**src/rtl/lightload_mode_ctl.sv**
```systemverilog
module lightload_mode_ctl #(
  parameter int CNT_W = 3
) (
  input  logic clk,
  input  logic rst_n,
  input  logic tick,
  input  logic sw_pos,
  input  logic below_lo,
  input  logic above_hi,
  input  logic below_dip,
  input  logic ss_done,
  input  logic allow_hyst,
  input  logic track_inh,
  output logic hyst_mode,
  output logic hs_req,
  output logic drv_off
);
  localparam logic [CNT_W-1:0] RUN_LAST = '1;

  logic [CNT_W-1:0] run_q;
  logic allowed, match, leave, run_hit, flip;

  assign allowed = ss_done & allow_hyst & ~track_inh;
  assign match   = hyst_mode ? ~sw_pos : sw_pos;
  assign leave   = hyst_mode & (~allowed | below_dip);
  assign run_hit = allowed & match & (run_q == RUN_LAST);
  assign flip    = tick & (leave | run_hit);

  always_ff @(posedge clk or negedge rst_n) begin
    if (!rst_n) begin
      hyst_mode <= 1'b0;
      hs_req    <= 1'b0;
      drv_off   <= 1'b0;
      run_q     <= '0;
    end else begin
      drv_off <= flip;
      if (flip) begin
        hyst_mode <= ~hyst_mode;
        hs_req    <= 1'b0;
        run_q     <= '0;
      end else if (tick) begin
        run_q <= (allowed & match) ? run_q + 1'b1 : '0;
        if (hyst_mode) begin
          if (above_hi)      hs_req <= 1'b0;
          else if (below_lo) hs_req <= 1'b1;
        end
      end else if (above_hi) begin
        hs_req <= 1'b0;
      end
    end
  end
endmodule


```
**config.mk**
```make
export PLATFORM = sky130hd
export DESIGN_NAME = lightload_mode_ctl
export DESIGN_NICKNAME = d
export VERILOG_FILES = /design/src/rtl/lightload_mode_ctl.sv
export SDC_FILE = /design/constraint.sdc
export NUM_CORES = 1
export LEC_CHECK = 0
export BUFFER_PORTS_ARGS = -buffer_cell sky130_fd_sc_hd__buf_2
export CAP_MARGIN = 20
export CORE_AREA = 5 5 42 44
export CTS_BUF_LIST = sky130_fd_sc_hd__clkbuf_2
export DETAILED_ROUTE_END_ITERATION = 8
export DIE_AREA = 0 0 47 49
export PLACE_DENSITY = 0.47
export SYNTH_ARGS = -nofsm -noshare
export SYNTH_HDL_FRONTEND = slang
export SYNTH_SLANG_ARGS = --single-unit
```
**constraint.sdc**
```tcl
create_clock -name clk -period 4.93 [get_ports clk]
set_clock_uncertainty 0.2 [all_clocks]
set_input_delay 0.7395 -clock clk [delete_from_list [all_inputs] [get_ports clk]]
set_output_delay 0.7395 -clock clk [all_outputs]
set_load 0.01 [all_outputs]
```
==> impl.org <==
** Clocking
- Hold repair after CTS inserted 0 buffers.
- CTS Root Buffer Type :: sky130_fd_sc_hd__clkbuf_2
- CTS built an H-tree with a depth of 1.
- Gates resized during post-CTS repair numbered 0.
- CTS tree :: done
- Latest clock arrival within the worst-skew pair :: 210 ps
- Sink count of the clock tree :: 6
- The number of setup buffers added after CTS is 0.
- Worst-path clk slew :: 60 ps
- Counting along the longest clock path gives a buffer depth of 2.
- CTS Buf Count :: 3

** Die
- Num ports :: 13
- The initial utilization of the core area, before any placement, comes to 25.36%.
- The die is 47 µm wide.
- Die Area :: 2303 µm²
- Placeable Area :: 1401 µm²
- In this run the core area contains 14 standard-cell rows.
- Chip Height :: 49 µm

** Detailed routing
- Routed via count :: 324
- Drt wl/cell :: 11.73 µm
- After the first detailed-routing iteration, the DRC count stood at 1.
- After detailed routing, the number of vias per cell comes to 4.909.
- Detailed-routing iteration count for the pre-antenna-repair pass :: 4
- Residual DRC count :: 0
- Final routed wirelength across all metal layers :: 774 µm
- Post-detailed-route count of antenna-violating nets :: 0

** STA
- Across all setup checks in the final design, the least slack found is 3132 ps.
- Setup TNS :: 0 ps
- # setup viols final :: 0
- Number of max-slew violations in the final report :: 0
- At the pin with the least slew margin, the transition time is 250.3 ps.
- Max-Slew Margin vs Limit :: 83.27%
- RSZ-0062 raised after global routing :: no
- Peak Freq :: 556.1 MHz
- The number of hold violations in the final report is 0.
- After layout, the worst path uses 36.47% of the clock period.
- Final critical path time including I/O delays and setup :: 1798 ps

** Logic synthesis
- Synth Instances :: 36
- Seq/Total Area, Yosys :: 42.25%
- Count of warnings emitted by yosys :: 0
- The synthesized design spends more area on one cell type than any other, namely sky130_fd_sc_hd__dfrtp_1.
- After synthesis, the mean cell area works out to 9.871 µm².
- Top cell type's share of synthesized area :: 42.25%
- In this run, distinct cell masters in the synthesized netlist total 21.
- By area the synthesized netlist is led by sky130_fd_sc_hd__dfrtp_1, sky130_fd_sc_hd__ha_1, sky130_fd_sc_hd__nand2b_1.
- The cell area that synthesis handed to floorplanning was 355.3 µm².
- Post-synthesis register bit count :: 6
- When the netlist entered floorplanning its net count stood at 48.

** Power and ir drop
- Worst IR Drop VDD :: 0.08725 mV
- Total power :: 0.00009200 W
- Static power due to leakage :: 0.2250 nW
- Power density over the cells :: 206.0 nW/µm²

** Cells and area
- The repair_antennas step left the layout with diodes totalling 0.
- Of the cells placed in the final design, the portion with a size suffix greater than 1 is 30.00%.
- Layout Area Growth over Synthesis :: 25.70%
- After the last flow step, the layout net total stands at 64.

** Status
- Outcome :: complete, no violations

** Placement
- The wire-length estimate of the detail-placed layout is 633.7 µm.
- In this run the tool buffered the top-level ports with 12 buffer cells.
- At the end of routability-driven placement, the weighted congestion stood at 0.7685.
- Before CTS, the worst setup slack after placement is 2925 ps.

** Worst setup path
- Worst Setup End Kind :: register
- Data arrives at the worst endpoint at 1730 ps.
- The setup path with the least slack is of type in -> reg.
- The worst setup path is launched from an input port.
- Data required time of the worst path :: 4860 ps
- The signal on the critical path passes through buf_2, or3b_1, a211o_1, o21ai_1.
- Along the worst path, the maximum fanout reaches 4.
- On the critical path, the stage with the largest delay is an instance of sky130_fd_sc_hd__or3b_1.
- On the worst path, the slowest cell contributes a delay of 370 ps.
- For flop-to-flop paths, the worst setup slack is 3250 ps.

** Global routing
- The via count of the first global-routing pass is 312.
- Antenna violations before repair :: 0
- For this run, the total global-route usage over all layers was measured as 7.578%.
- Largest net degree at the start of global routing :: 12
- Wire length of the first global-routing pass :: 1.207 mm
- Summed over all layers, the global routing overflow is 0.

** Run
- MaxCap Viol Count :: 0

** Hold path
- The path class of the tightest hold or removal check is in -> async.
## final timing paths
check	start	to	depth (start not counted)
worst max register to register	run_q[0]$_DFFE_PN0P_	drv_off$_DFF_PN0_	5
worst min register to register	run_q[2]$_DFFE_PN0P_	run_q[2]$_DFFE_PN0P_	2
min in group clk	run_q[2]$_DFFE_PN0P_	run_q[2]$_DFFE_PN0P_	2
max in group asynchronous	rst_n	hs_req$_DFFE_PN0P_	1
worst min-delay path	rst_n	hyst_mode$_DFFE_PN0N_	1
worst max-delay path	below_dip	run_q[0]$_DFFE_PN0P_	4
## layout make-up
class                           instances  area, µm²
Clock buffer                            3      15.01
Sequential cell                         6      150.1
Timing Repair Buffer                   12      60.06
Inverter                                3      11.26
Fill cell                             159      954.7
Multi-Input combinational cell         26      190.2
Tap cell                               16      20.02
## placed cells by master (no fill, tap or decap), types with 2 or more instances in the layout
master	n
sky130_fd_sc_hd__buf_2	12
sky130_fd_sc_hd__clkbuf_2	3
sky130_fd_sc_hd__o22ai_1	2
sky130_fd_sc_hd__dfrtp_1	6
sky130_fd_sc_hd__inv_1	3
sky130_fd_sc_hd__nand2_1	2
sky130_fd_sc_hd__a211o_1	2
sky130_fd_sc_hd__o31ai_1	2
sky130_fd_sc_hd__nand2b_1	4
sky130_fd_sc_hd__ha_1	2
## state kept, by name, indices dropped and copies added (netlist names)
name and count:
drv_off 1, hs_req 1, hyst_mode 1, run_q 3
## cell usage after synthesis
cell                       n
sky130_fd_sc_hd__nand2b_1  4
sky130_fd_sc_hd__o21ai_1   1
sky130_fd_sc_hd__dfrtp_1   6
sky130_fd_sc_hd__o31a_1    1
sky130_fd_sc_hd__o21a_1    1
sky130_fd_sc_hd__or3b_1    1
sky130_fd_sc_hd__inv_1     3
sky130_fd_sc_hd__clkbuf_1  1
sky130_fd_sc_hd__nand2_1   2
sky130_fd_sc_hd__nand3b_1  1
sky130_fd_sc_hd__a21o_1    1
sky130_fd_sc_hd__nor2b_1   1
sky130_fd_sc_hd__nor2_1    1
sky130_fd_sc_hd__nor3_1    1
sky130_fd_sc_hd__nor3b_1   1
sky130_fd_sc_hd__a41o_1    1
sky130_fd_sc_hd__o31ai_1   2
sky130_fd_sc_hd__o22ai_1   2
sky130_fd_sc_hd__ha_1      2
sky130_fd_sc_hd__a32o_1    1
sky130_fd_sc_hd__a211o_1   2
## where the power goes
group          leakage, nW  internal (W)  switching (W)   total (W)
clock               0.0125     0.0000165      0.0000163   0.0000328
sequential          0.0836     0.0000496    0.000000242   0.0000499
combinational        0.129    0.00000405     0.00000532  0.00000937
## worst max-delay path, delay by kind of cell
family                 cells  cell delay, ps
and+or+nand+nor            1             370
buffers and inverters      1             120
AOI/OAI and AO/OA          2             500
## cells by family (layout without fill, tap and decap cells)
group / Yosys count / count (layout) / share of synthesized area (%)
buffers and inverters: 4 / 18 / 4.224
AOI/OAI and AO/OA: 12 / 12 / 26.41
and+or+nand+nor: 12 / 12 / 20.07
adders and majority gates: 2 / 2 / 7.041
DFF: 6 / 6 / 42.25
## through the flow
stage	area, µm²	util [%]	hold WS [ps]	std cells
after floorplan	355.3	-	243.9	36
after global placement	431.7	30.80	330.8	63
after detailed placement	431.7	30.80	336.7	63
after CTS	446.7	31.87	123.2	66
after global routing	446.7	31.87	125.9	66
final	446.7	31.87	137.6	66
## per-layer routing
| metal | global-route usage [%] | vias to the layer above | share of wire (%) |
|---|---|---|---|
| li1 | - | 166 | - |
| met1 | 8.277 | 147 | 45 |
| met2 | 10.18 | 9 | 44 |
| met3 | 3.690 | 2 | 9.6 |
| met4 | 6.912 | 0 | 1.6 |
| met5 | 0 | - | 0 |
Note: power is estimated with default switching activity, not from simulation.
